[config.mk]
export PLATFORM = sky130hd
export DESIGN_NAME = prst_top
export DESIGN_NICKNAME = d
export VERILOG_FILES = /design/src/rtl/prst_pkg.sv /design/src/rtl/prst_pulse_gen.sv /design/src/rtl/prst_sync.sv /design/src/rtl/prst_glitch_filt.sv /design/src/rtl/prst_top.sv
export SDC_FILE = /design/constraint.sdc
export NUM_CORES = 1
export LEC_CHECK = 0
export ABC_AREA = 1
export BUFFER_PORTS_ARGS = -buffer_cell sky130_fd_sc_hd__buf_2
export CAP_MARGIN = 20
export CORE_MARGIN = 3
export CORE_UTILIZATION = 37
export DETAILED_ROUTE_END_ITERATION = 8
export GPL_TIMING_DRIVEN = 0
export PLACE_DENSITY = 0.53
export SLEW_MARGIN = 20
export SYNTH_ARGS = -nofsm -noshare
export SYNTH_HDL_FRONTEND = slang
export SYNTH_SLANG_ARGS = --single-unit
export TNS_END_PERCENT = 10
[constraint.sdc]
create_clock -name clk -period 2.97 [get_ports clk]
set_clock_uncertainty 0.15 [all_clocks]
set_input_delay 0.1485 -clock clk [delete_from_list [all_inputs] [get_ports clk]]
set_output_delay 0.1485 -clock clk [all_outputs]
set_load 0.01 [all_outputs]
[src/rtl/prst_pkg.sv]
package prst_pkg;

    typedef enum logic [1:0] {
        GEN_ARMED = 2'd0,
        GEN_PULSE = 2'd1,
        GEN_DONE  = 2'd2
    } gen_state_t;

    typedef enum logic [1:0] {
        FLT_IDLE   = 2'd0,
        FLT_QUAL   = 2'd1,
        FLT_ACTIVE = 2'd2
    } flt_state_t;

endpackage

[src/rtl/prst_pulse_gen.sv]
module prst_pulse_gen
    import prst_pkg::*;
#(
    parameter int PULSE_CYCLES = 50000
) (
    input  logic clk,
    input  logic por_n,
    output logic pulse_o
);
    localparam int CW = $clog2(PULSE_CYCLES + 1);
    localparam logic [CW-1:0] LAST = CW'(PULSE_CYCLES - 1);

    gen_state_t    state, state_nxt;
    logic [CW-1:0] cnt, cnt_nxt;

    // state register
    always_ff @(posedge clk or negedge por_n) begin
        if (!por_n) begin
            state <= GEN_ARMED;
            cnt   <= '0;
        end else begin
            state <= state_nxt;
            cnt   <= cnt_nxt;
        end
    end

    // transitions
    always_comb begin
        state_nxt = state;
        cnt_nxt   = cnt;
        unique case (state)
            GEN_ARMED: begin
                state_nxt = GEN_PULSE;
                cnt_nxt   = '0;
            end
            GEN_PULSE: begin
                if (cnt == LAST) begin
                    state_nxt = GEN_DONE;
                    cnt_nxt   = '0;
                end else begin
                    cnt_nxt = cnt + 1'b1;
                end
            end
            GEN_DONE: begin
                state_nxt = GEN_DONE;
            end
            default: begin
                state_nxt = GEN_DONE;
            end
        endcase
    end

    // outputs
    always_comb begin
        pulse_o = (state == GEN_PULSE);
    end

endmodule

[src/rtl/prst_sync.sv]
module prst_sync #(
    parameter int STAGES = 2
) (
    input  logic clk,
    input  logic por_n,
    input  logic d_i,
    output logic q_o
);
    logic [STAGES-1:0] chain;

    generate
        for (genvar i = 0; i < STAGES; i++) begin : g_stage
            if (i == 0) begin : g_first
                always_ff @(posedge clk or negedge por_n) begin
                    if (!por_n) chain[0] <= 1'b0;
                    else        chain[0] <= d_i;
                end
            end else begin : g_next
                always_ff @(posedge clk or negedge por_n) begin
                    if (!por_n) chain[i] <= 1'b0;
                    else        chain[i] <= chain[i-1];
                end
            end
        end
    endgenerate

    assign q_o = chain[STAGES-1];

endmodule

[src/rtl/prst_glitch_filt.sv]
module prst_glitch_filt
    import prst_pkg::*;
#(
    parameter int FILT_CYCLES = 2
) (
    input  logic clk,
    input  logic por_n,
    input  logic s_i,
    output logic rst_o
);
    localparam int CW = $clog2(FILT_CYCLES + 1);
    localparam logic [CW-1:0] GOAL = CW'(FILT_CYCLES);

    flt_state_t    state, state_nxt;
    logic [CW-1:0] run, run_nxt;

    // state register
    always_ff @(posedge clk or negedge por_n) begin
        if (!por_n) begin
            state <= FLT_IDLE;
            run   <= '0;
        end else begin
            state <= state_nxt;
            run   <= run_nxt;
        end
    end

    // transitions
    always_comb begin
        state_nxt = state;
        run_nxt   = run;
        unique case (state)
            FLT_IDLE: begin
                if (s_i) begin
                    state_nxt = FLT_QUAL;
                    run_nxt   = CW'(1);
                end
            end
            FLT_QUAL: begin
                if (!s_i) begin
                    state_nxt = FLT_IDLE;
                    run_nxt   = '0;
                end else if (run + 1'b1 >= GOAL) begin
                    state_nxt = FLT_ACTIVE;
                    run_nxt   = '0;
                end else begin
                    run_nxt = run + 1'b1;
                end
            end
            FLT_ACTIVE: begin
                if (!s_i) begin
                    state_nxt = FLT_IDLE;
                end
            end
            default: begin
                state_nxt = FLT_IDLE;
                run_nxt   = '0;
            end
        endcase
    end

    // outputs
    always_comb begin
        rst_o = (state == FLT_ACTIVE);
    end

endmodule

[src/rtl/prst_top.sv]
module prst_top #(
    parameter int CLK_PERIOD_PS = 20000,
    parameter int PULSE_NS      = 1000000,
    parameter int GLITCH_PS     = 8000,
    parameter int SYNC_STAGES   = 2
) (
    input  logic clk,
    input  logic por_n,
    input  logic loop_in,
    output logic pulse_out,
    output logic chip_rst
);
    localparam int PULSE_CYCLES = (PULSE_NS * 1000) / CLK_PERIOD_PS;
    localparam int FILT_CYCLES  = GLITCH_PS / CLK_PERIOD_PS + 2;

    logic loop_sync;

    prst_pulse_gen #(.PULSE_CYCLES(PULSE_CYCLES)) u_gen (
        .clk    (clk),
        .por_n  (por_n),
        .pulse_o(pulse_out)
    );

    prst_sync #(.STAGES(SYNC_STAGES)) u_sync (
        .clk  (clk),
        .por_n(por_n),
        .d_i  (loop_in),
        .q_o  (loop_sync)
    );

    prst_glitch_filt #(.FILT_CYCLES(FILT_CYCLES)) u_filt (
        .clk  (clk),
        .por_n(por_n),
        .s_i  (loop_sync),
        .rst_o(chip_rst)
    );

endmodule

* Word level (Yosys, flattened, before mapping) *
Index checks and enable logic that the tools add are counted.
W data, S select, Z words.

storage, ports and cells
  register bits = 24
  input bits = 3
  word-level logic and storage cells = 35

operators by class
  add/subtract/negate cells = 2
  magnitude comparators = 1
  eq/ne operators = 8
  mux-type cells = 12
  bitwise operators = 1
  reductions and logical operators = 5

operators by type and width
  cell                     number
  $pmux W16 S2             1
  $add A16 B1 Y16 const B  1
  $eq A16 B16 Y1 const B   1
  $mux W16                 1
  $mux W2                  7
  $pmux W2 S3              2
  $eq A2 B1 Y1 const B     2
  $logic_not A2 Y1         2
  $ne A2 B2 Y1 const B     2
  $pmux W2 S2              1
  $ne A3 B2 Y1 const B     1
  $reduce_and A3 Y1        1
  $add A2 B1 Y2 const B    1
  $eq A2 B2 Y1 const B     1
  $ge A2 B2 Y1 const B     1
  $ne A2 B1 Y1 const B     1
  $reduce_and A2 Y1        1
  $reduce_bool A2 Y1       1
  $not A1 Y1               1

* Logic depth before layout (Yosys ltp) *
  word-level depth = 5
  mapped depth = 9
  mapped depth without buffers = 9

* By module *
From an unflattened synthesis, not the netlist that was laid out.

unflattened totals
  cells, all modules = 177
  area, all modules = 1,330.0 µm²

modules (own cells, without submodules)
  module            times used  cells an instance  area an instance (µm²)  seq. area each (µm²)
  prst_pulse_gen    1           155                1,102.3                 450.4
  prst_glitch_filt  1           20                 177.7                   100.1
  prst_sync         1           2                  50.0                    50.0

* Worst setup path after synthesis *
Ideal clock, no wire load.

  path type = reg-to-reg
  start = register u_gen.cnt[0]
  end = register u_gen.cnt[3]
  library setup time = 128 ps
  arrival = 1,140 ps
  required time = 2,692 ps
  slack = 1,552 ps
  cell stages (with the launch flop) = 9
  buffers on the path = 0
  path through = dfrtp_1 > ha_1 > nand2_2 > nor2_4 > inv_2 > nor2_4 > nand2_4 > nand2_4 > o22ai_1

on the way
  word-level cells in the longest chain between the ends = 3

ends and longest elaborated chain
  element                                                   RTL line                                    source
  start, declared                                           prst_pulse_gen.sv:14                        logic [CW-1:0] cnt, cnt_nxt;
  start signal, assigned                                    prst_pulse_gen.sv:23                        cnt <= cnt_nxt;
  $add A16 B1 Y16 / $eq A16 B16 Y1 (equally long branches)  prst_pulse_gen.sv:41, prst_pulse_gen.sv:37
  $mux W16 (*)                                              prst_pulse_gen.sv:37                        if (cnt == LAST) begin
  $pmux W16 S2 (*)                                          prst_pulse_gen.sv:31                        unique case (state)

Mark *: on every way between the ends. The rest lies on a longest branch, timed or not.
A chain may end at the register's enable or synchronous reset.

* Worst setup path after layout *
  start = register u_gen.state[1]
  end = output pulse_out

on the way
  word-level cells in the longest chain between the ends = 1

ends and longest elaborated chain
  element                 RTL line              source
  start, declared         prst_pulse_gen.sv:13  gen_state_t state, state_nxt;
  start signal, assigned  prst_pulse_gen.sv:22  state <= state_nxt;
  $eq A2 B1 Y1            prst_pulse_gen.sv:55  pulse_o = (state == GEN_PULSE);
  end, declared           prst_top.sv:10        output logic pulse_out,

Every way passes these cells.

==> results.toml <==
[global_routing]
first_global_vias = 1036
grt_max_degree = 25
track_usage_pct = 14.03
overflow = 0
antenna_found_initial = 0
grt_pass1_wl_mm = 4.643

[sta]
rsz0062_at_grt = "no"
fin_tns_setup_ns = 0
timing.max_slew.rel_slack_pct = 63.67
worst_slew_pin_slew_ns = 0.5450
hold_ws_ns = 0.1887
clock.fmax_ghz = 0.5369
final_hold_viol_count = 0
drv_slew = 0
fin_crit_sh_pct = 62.71
setup_viol = 0
min_period_ns = 1.863

[die]
fp-row-count = 20
dieWidth_um = 65.16
io_pins = 5
die_h_um = 65.16
dieArea_sq_um = 4246
coreArea_sq_um = 3203
start_util_pct = 40.43

[cts]
cts_max_level = 1
cts_tree = "yes"
cts_buffer_depth = 2
cts_setup_buffers = 0
cts.reportedPaths.clkPinSlew_ns = 0.13
clk_root_buffer_cell = "clkbuf_4"
numClockSinks = 24
clkLatencyLatePin_ns = 0.32
cts_buffers = 3

[drt]
ant_nets = 0
wl_per_cell_um = 12.36
vias_per_cell = 4.885
vias = 1060
drc_errors = 0
drt_iter0_drc = 27
dr.pass1.iters = 4
routed_wl_mm = 2.683

[synth]
ys_seq_elements = 24
syn-mean-instance-area_sq_um = 7.945
syn_area_sq_um = 1295
yosysTopAreaCell = "dfrtp_1"
synthFlopType = "dfrtp_1"
ys_seq_area_share_pct = 46.38
synthTopCellsByArea = "dfrtp_1, nand2_1, inv_1"
async_flop_share_pct = 100.0
yosysWarningCount = 0
synth_edf_count = 0
synth.most_common_cell = "nand2_1"
synth.top_cell.area_share_pct = 46.38
synthTopCellsByCount = "nand2_1, dfrtp_1, inv_1, nor2_1, nand3_1"
synthesis.nets = 168
synthDistinctLibCells = 24
syn_inst = 163

[pwr]
swShare_pct = 24.34
power_density_nw_per_um2 = 405.3
p_comb_share_pct = 9.1
sequentialPowerShare_pct = 60.7
irDropWorstVdd_v = 0.0002087
p_int_uw = 437.4
switchingPower_uw = 140.7
pwr-share-clk_pct = 30.2
p_leak_uw = 0.0006820

[place]
dpl.hpwl_mm = 1.975
numPortBuffers = 4
gp_congestion = 0.7694

[critical_path]
reg2regPathDepth = 8
start_kind = "register"
cpLargestDelayFamily = "buffers and inverters"
cp-startpoint = "u_gen.state[1]"
reg2reg_slack_ns = 1.35
r2r_end = "u_gen.cnt[3]"
r2r-start = "u_gen.cnt[0]"
cp.depth = 4
slowest_stage = "dfrtp_1"
cp-end-kind = "primary output"
criticalPathCategory = "reg2out"
cp.required_ns = 2.67
crit_fanout = 10
slowest_delay_ns = 0.39
crit_chain = "inv_1 -> nand2_1 -> inv_2 -> buf_2"
path_buf_inv = 3
cp_data_arrival_time_ns = 1.56
endpoint = "pulse_out"

[layout]
area.growth.synth_to_final_pct = 10.15
register_area_sq_um = 600.6
fin_util_pct = 44.53
layout.nets = 179
multi_input_area_sq_um = 599.3
drive_gt1_share_pct = 13.29
fill_cells = 364
antennaDiodeCount = 0

[hold_path]
hold_class = "in2async"

[status]
run_status = "completed"

[flow_run]
maxCapViolations = 0
[metal layers]
metal	global-route usage (%)	vias up	part of all wire [%]
met5	0	-	0
met4	4.404	0	1.3
met3	3.248	4	2.6
met2	24.40	11	49
met1	17.10	500	47
li1	-	545	-
[worst register-to-register path, stage by stage (launching register included)]
cell     delay [ns]
dfrtp_1        0.44
ha_1           0.21
nand2_2        0.10
nor2_4         0.15
inv_2          0.07
nor2_4         0.12
nand2_4        0.09
nand2_4        0.11
o22ai_1        0.07
[state kept, by name, indices dropped and copies added, names as in the netlist]
| signal | flops |
|---|---|
| u_sync.q_o | 1 |
| u_gen.cnt | 16 |
| u_filt.state | 2 |
| u_filt.run | 2 |
| u_gen.state | 2 |
| u_sync.chain | 1 |
[power groups by stage]
stage	registers, uW	logic, uW	clock network, uW
4_1_cts	351	54.4	185
3_5_place_dp	357	52.4	0
6_report	351	52.6	175
3_3_place_gp	357	47.8	0
2_1_floorplan	356	33.1	0
5_1_grt	352	61.7	195
[kinds of logic (layout without fill, tap and decap cells)]
family          count (synthesis)  in the layout  synth area share, %
buf+inv                        25             35                7.343
simple gates                   87             87                31.21
flops                          24             24                46.38
xor+xnor                        7              7                4.734
compound gates                 18             18                8.405
fa+ha+maj                       2              2                1.932
[stage by stage]
step	setup WS (ns)	power, uW	cell area, sq um	std cells
2_1_floorplan	1.552	388.8	1295	163
3_3_place_gp	1.407	404.8	1370	211
3_5_place_dp	1.368	409.7	1370	211
4_1_cts	1.053	590.3	1426	217
5_1_grt	0.9861	609.1	1426	217
6_report	1.108	578.1	1426	217
[worst min-delay path by stage]
stage	end	slack, ns	from
floorplan	u_filt.run[0]	-0.30	por_n
global placement	u_filt.state[1]	0.01	por_n
detailed placement	u_sync.q_o	0.03	por_n
CTS	u_gen.cnt[15]	0.20	por_n
global route	u_gen.cnt[4]	0.22	por_n
finish	u_filt.state[1]	0.19	por_n
[timing repair]
action | CTS | global route
endpoints found under the hold margin | 25 | 0
gates resized for setup | 0 | 0
hold buffers | 2 | 0
[placed cells by master, fill, tap and decap left out, types with 3 or more instances in the layout]
cell type	count
clkbuf_4	3
xor2_1	6
inv_2	5
inv_1	19
nor2_1	17
dfrtp_1	24
nand2_1	41
buf_2	5
nand3_1	12
o22ai_1	4
o21ai_1	6
nand4_1	8
[cell type report]
type                            instances  share of cell area (%)
Sequential cell                        24                   42.11
Multi-Input combinational cell        114                   42.02
Inverter                               24                   6.316
Tap cell                               44                   3.860
Timing Repair Buffer                    6                   2.807
Clock buffer                            4                   2.544
Buffer                                  1                  0.3509
Power figures use the tool's default switching activity.
